--- src/rtl/rdl_pkg.sv ---
package rdl_pkg;
  typedef enum logic [1:0] {
    PH_IDLE = 2'd0,
    PH_GAP  = 2'd1,
    PH_LOW  = 2'd2
  } phase_t;
endpackage

--- src/rtl/rdl_edge_detect.sv ---
module rdl_edge_detect #(
  parameter int SYNC_STAGES = 2
) (
  input  logic clk,
  input  logic rst_n,
  input  logic int_n,
  output logic fall_o
);
  logic [SYNC_STAGES-1:0] sync_q;
  logic                   prev_q;

  generate
    if (SYNC_STAGES == 1) begin : g_one
      always_ff @(posedge clk or negedge rst_n) begin
        if (!rst_n) sync_q <= '1;
        else        sync_q <= int_n;
      end
    end else begin : g_many
      always_ff @(posedge clk or negedge rst_n) begin
        if (!rst_n) sync_q <= '1;
        else        sync_q <= {sync_q[SYNC_STAGES-2:0], int_n};
      end
    end
  endgenerate

  always_ff @(posedge clk or negedge rst_n) begin
    if (!rst_n) prev_q <= 1'b1;
    else        prev_q <= sync_q[SYNC_STAGES-1];
  end

  assign fall_o = prev_q & ~sync_q[SYNC_STAGES-1];
endmodule

--- src/rtl/rdl_sequencer.sv ---
module rdl_sequencer
  import rdl_pkg::*;
#(
  parameter int NUM_READS = 4,
  parameter int PULSE_LOW = 2,
  parameter int PULSE_GAP = 2,
  localparam int SEL_W = $clog2(NUM_READS)
) (
  input  logic             clk,
  input  logic             rst_n,
  input  logic             start_i,
  input  logic [SEL_W-1:0] chan_sel,
  output logic             cs_n,
  output logic             rd_n,
  output logic             strobe_o,
  output logic             overrun_o
);
  localparam int CNT_MAX = (PULSE_LOW > PULSE_GAP) ? PULSE_LOW : PULSE_GAP;
  localparam int CNT_W   = $clog2(CNT_MAX + 1);
  localparam int IDX_W   = $clog2(NUM_READS + 1);

  phase_t             state_q, state_d;
  logic [CNT_W-1:0]   cnt_q, cnt_d;
  logic [IDX_W-1:0]   idx_q, idx_d;
  logic [SEL_W-1:0]   sel_q;
  logic               sel_load;
  logic               ovr_q, ovr_d;
  logic               low_done, gap_done;

  assign low_done = (cnt_q == CNT_W'(PULSE_LOW - 1));
  assign gap_done = (cnt_q == CNT_W'(PULSE_GAP - 1));

  always_comb begin
    state_d  = state_q;
    cnt_d    = cnt_q;
    idx_d    = idx_q;
    sel_load = 1'b0;
    case (state_q)
      PH_IDLE: begin
        if (start_i) begin
          state_d  = PH_GAP;
          cnt_d    = '0;
          idx_d    = '0;
          sel_load = 1'b1;
        end
      end
      PH_GAP: begin
        if (gap_done) begin
          cnt_d   = '0;
          state_d = (idx_q == IDX_W'(NUM_READS)) ? PH_IDLE : PH_LOW;
        end else begin
          cnt_d = cnt_q + CNT_W'(1);
        end
      end
      PH_LOW: begin
        if (low_done) begin
          cnt_d   = '0;
          idx_d   = idx_q + IDX_W'(1);
          state_d = PH_GAP;
        end else begin
          cnt_d = cnt_q + CNT_W'(1);
        end
      end
      default: state_d = PH_IDLE;
    endcase
    ovr_d = ovr_q | (start_i & (state_q != PH_IDLE));
  end

  always_ff @(posedge clk or negedge rst_n) begin
    if (!rst_n) begin
      state_q <= PH_IDLE;
      cnt_q   <= '0;
      idx_q   <= '0;
      ovr_q   <= 1'b0;
    end else begin
      state_q <= state_d;
      cnt_q   <= cnt_d;
      idx_q   <= idx_d;
      ovr_q   <= ovr_d;
    end
  end

  always_ff @(posedge clk or negedge rst_n) begin
    if (!rst_n)        sel_q <= '0;
    else if (sel_load) sel_q <= chan_sel;
  end

  assign cs_n      = (state_q == PH_IDLE);
  assign rd_n      = (state_q != PH_LOW);
  assign strobe_o  = (state_q == PH_LOW) && low_done && (idx_q == IDX_W'(sel_q));
  assign overrun_o = ovr_q;
endmodule

--- src/rtl/rdl_capture.sv ---
module rdl_capture #(
  parameter int DATA_W = 16
) (
  input  logic              clk,
  input  logic              rst_n,
  input  logic              strobe_i,
  input  logic [DATA_W-1:0] data_in,
  output logic [DATA_W-1:0] held_data,
  output logic              held_valid
);
  always_ff @(posedge clk or negedge rst_n) begin
    if (!rst_n)        held_data <= '0;
    else if (strobe_i) held_data <= data_in;
  end

  always_ff @(posedge clk or negedge rst_n) begin
    if (!rst_n) held_valid <= 1'b0;
    else        held_valid <= strobe_i;
  end
endmodule

--- src/rtl/burst_readout_latch.sv ---
module burst_readout_latch #(
  parameter int NUM_READS   = 4,
  parameter int PULSE_LOW   = 2,
  parameter int PULSE_GAP   = 2,
  parameter int DATA_W      = 16,
  parameter int SYNC_STAGES = 2,
  localparam int SEL_W = $clog2(NUM_READS)
) (
  input  logic              clk,
  input  logic              rst_n,
  input  logic              int_n,
  input  logic [SEL_W-1:0]  chan_sel,
  input  logic [DATA_W-1:0] data_in,
  output logic              cs_n,
  output logic              rd_n,
  output logic              latch_stb,
  output logic [DATA_W-1:0] held_data,
  output logic              held_valid,
  output logic              overrun
);
  logic fall;

  rdl_edge_detect #(.SYNC_STAGES(SYNC_STAGES)) u_edge (
    .clk    (clk),
    .rst_n  (rst_n),
    .int_n  (int_n),
    .fall_o (fall)
  );

  rdl_sequencer #(
    .NUM_READS (NUM_READS),
    .PULSE_LOW (PULSE_LOW),
    .PULSE_GAP (PULSE_GAP)
  ) u_seq (
    .clk       (clk),
    .rst_n     (rst_n),
    .start_i   (fall),
    .chan_sel  (chan_sel),
    .cs_n      (cs_n),
    .rd_n      (rd_n),
    .strobe_o  (latch_stb),
    .overrun_o (overrun)
  );

  rdl_capture #(.DATA_W(DATA_W)) u_cap (
    .clk        (clk),
    .rst_n      (rst_n),
    .strobe_i   (latch_stb),
    .data_in    (data_in),
    .held_data  (held_data),
    .held_valid (held_valid)
  );
endmodule

--- config.mk ---
export PLATFORM = sky130hd
export DESIGN_NAME = burst_readout_latch
export DESIGN_NICKNAME = d
export VERILOG_FILES = /design/src/rtl/rdl_pkg.sv /design/src/rtl/rdl_edge_detect.sv /design/src/rtl/rdl_sequencer.sv /design/src/rtl/rdl_capture.sv /design/src/rtl/burst_readout_latch.sv
export SDC_FILE = /design/constraint.sdc
export NUM_CORES = 1
export LEC_CHECK = 0
export BUFFER_PORTS_ARGS = -buffer_cell sky130_fd_sc_hd__buf_2
export CAP_MARGIN = 25
export CORE_MARGIN = 1.5
export CORE_UTILIZATION = 50
export DETAILED_ROUTE_END_ITERATION = 16
export PLACE_DENSITY = 0.78
export SLEW_MARGIN = 20
export SYNTH_ARGS = -nofsm -noshare
export SYNTH_HDL_FRONTEND = slang
export SYNTH_HIERARCHICAL = 1
export SYNTH_SLANG_ARGS = --single-unit
--- constraint.sdc ---
create_clock -name clk -period 2.4 [get_ports clk]
set_input_delay 0.36 -clock clk [delete_from_list [all_inputs] [get_ports clk]]
set_output_delay 0.36 -clock clk [all_outputs]
set_load 0.01 [all_outputs]
==> impl_results.md <==
* Status: complete, no violations
* Final setup viols at 0
* Required @ worst endpoint at 2040 ps
* Sink Count at 30
* Synth top area share at 0.485
* Die Ht at 55.8 um
* WHS at 29.0 ps
* Worst reg2reg setup slack at 500 ps
* Number of vias per cell at 4.95
* P&R area growth vs syn at 24.0%
* # H-tree levels at 2
* Clock Latency Late Sink at 340 ps
* Crit path buffers/inverters at 3
* Share of layout cells above drive strength 1 at 0.534
* Seq/Total Area, Yosys at 0.541
* Tcrit/Tclk final at 0.951
* Crit path max-delay cell type: dfrtp_1
* Post-CTS Hold Buffers at 0
* Fmax achieved at 438 MHz
* Die Wd at 55.8 um
* R2r worst-path depth at 6
* Post-synth top cells: dfrtp_1 (27), mux2_4 (10), ha_1 (8), inv_1 (8), mux2_2 (8)
* Netlist cell types at 26
* Vias in the first global route at 904
* Num CTS Buffers at 5
* Worst min-delay path category: in -> async
* Rel. slew slack at 0.578
* CTS clock-pin slew for the worst setup and hold paths at 100 ps
* Setup Fix Bufs, Post-CTS at 0
* R2r endpoint: u_cap/held_data[13]$_DFFE_PN0P_
* CORE AREA at 2570 um^2
* IO Pins at 42
* Yosys top cell by area: dfrtp_1
* CP Class: reg -> out
* Top post-synthesis cells by area: dfrtp_1 (48%), mux2_4 (11%), ha_1 (7.2%), mux2_2 (6.5%), dfstp_2 (5.7%)
* Peak supply drop at 827 uV
* YS warnings at 6
* Overall Power at 0.00216 W
* Diodes inserted at 0
* Prevailing post-synth register cell: dfrtp_1
* Pleak at 0.885 nW
* Final-stage net count at 174
* Die footprint at 3110 um^2
* Flops & latches, synth at 30
* Clock period minus worst slack at 2280 ps
* Remaining Overflow, GRT at 0
* RR Startpoint: u_seq/state_q[0]$_DFFE_PN0P_
* Least-Margin Pin Slew at 633 ps
* Largest net degree at the start of global routing at 31
* Syn Inst Count at 98
* Power per cell area at 1250 nW/um^2
* Most used standard cell by instance count after synthesis: dfrtp_1
* First-pass GRT wire length at 4220 um
* Slew Viols, Final at 0
* TritonRoute pass-1 iters at 4
* Syn Nets at 127
* Via count at 872
* Initial antenna violation count at 0
* Endpoint type of the worst setup path: output pin
* Standard-cell rows at 18
* Sum Neg Setup Slack at 0 ps
* Starting density of the core at 0.543
* Root Buffer: clkbuf_4
* Number of synthesized flops with an enable pin at 0
* DP HPWL at 1710 um
* Worst-path cell chain: inv_2, ha_2, nand2b_1, nor4_4, buf_12, buf_2
* CTS tree: yes
* Kind of start point of the critical path: register
* Largest delay contributor family on the critical path: buffers and inverters
* Routability Congestion at 0.777
* CP max FO at 18
* Fill cell count at 191
* Clk buf depth at 2
* Critical path data arrival time at 1920 ps
* Post-Syn Area at 1390 um^2
* Tot GR Track Use at 0.180
* Port bufs at 41
* DR WL/cell at 13.6 um
* Worst Skew at 11.5 ps
* Hold Vio Cnt, Final at 0
* Post-route DRC violation count at 0
* RSZ-0062 raised after global routing: false
* 1st-iter DRT viols at 28
* Avg Inst Size Synth at 14.2 um^2
* Post-DRT Antenna Nets at 0
* Post-Route Utilization at 0.673
* Drt total wl at 2400 um
* Max-cap violations at 0
* Post-synth ARST share at 1.00
* Slowest stage delay, CP at 420 ps
[worst reg2reg max path: stages (launching register included)]
cell,delay [ps]
dfrtp_1,420
inv_2,110
ha_2,230
nand2b_1,120
nor4_4,340
buf_12,210
mux2_2,350
[cell families after synthesis]
kind of cell / synth area share
flops: 0.541
fa+ha+maj: 0.0718
mux: 0.215
compound gates: 0.0467
simple gates: 0.0619
buf+inv: 0.0440
xor+xnor: 0.0189
[worst max path at each step]
| stage | start | to | slack, ps | depth (start not counted) |
|---|---|---|---|---|
| after floorplan | u_seq/state_q[0]$_DFFE_PN0P_ | u_cap/held_data[10]$_DFFE_PN0P_ | 190 | 7 |
| after global placement | u_seq/state_q[0]$_DFFE_PN0P_ | latch_stb | 460 | 6 |
| after detailed placement | u_seq/state_q[0]$_DFFE_PN0P_ | latch_stb | 390 | 6 |
| after CTS | u_seq/state_q[0]$_DFFE_PN0P_ | latch_stb | 30 | 6 |
| after global routing | u_seq/state_q[0]$_DFFE_PN0P_ | latch_stb | 20 | 6 |
| final | u_seq/state_q[0]$_DFFE_PN0P_ | latch_stb | 120 | 6 |
[area by class of cell]
| type | count | area (um^2) | area share |
|---|---|---|---|
| tap | 30 | 37.5 | 0.0217 |
| multi-input combinational | 58 | 596 | 0.345 |
| sequential | 30 | 754 | 0.437 |
| inverter | 8 | 30.0 | 0.0174 |
| clock buffer | 7 | 55.1 | 0.0319 |
| clock inverter | 1 | 30.0 | 0.0174 |
| timing repair buffer | 42 | 225 | 0.130 |
[cells in the final DEF, fill, tap and decap left out, types with 3 or more instances in the layout]
master    instances
a21oi_1           3
buf_2            41
clkbuf_4          5
dfrtp_1          27
dfstp_2           3
ha_1              7
inv_1             7
mux2_2            8
mux2_4           10
mux2i_1           6
nand2_1           4
nor2_1            3
xor2_1            3
[sequential cells by signal, indices dropped and copies added, names as in the netlist]
signal and flops:
u_seq/idx_q 3, u_edge/sync_q 2, u_cap/held_data 16, u_seq/cnt_q 2, u_seq/state_q 2, u_edge/prev_q 1, u_seq/overrun_o 1, u_seq/sel_q 2
u_cap/held_valid 1
[per-stage QoR]
step                      worst slack, ps  instances  area (um^2)
after floorplan                       185         98         1390
after global placement                458        168         1630
after detailed placement              387        168         1630
after CTS                            26.2        176         1730
after global routing                 15.3        176         1730
final                                 118        176         1730
[repair_timing]
item                                    CTS  global route
endpoints found under the hold margin     0             0
endpoints found under the setup margin    1             1
gates cloned                              0             0
gates resized for setup                   1             2
[power by group]
part / leakage [nW] / internal, W / switching (W)
logic: 0.463 / 0.000470 / 0.000436
clock network: 0.0455 / 0.000249 / 0.000177
registers: 0.376 / 0.000705 / 0.000127
[routing by layer]
| metal | wire length [um] | GRT usage | vias up |
|---|---|---|---|
| met2 | 1190 | 0.279 | 29 |
| li1 | - | - | 425 |
| met3 | 155 | 0.0791 | 3 |
| met1 | 1030 | 0.220 | 415 |
| met5 | 0 | 0 | - |
| met4 | 25 | 0.0732 | 0 |
No activity file was read; power rests on OpenSTA's default activity.
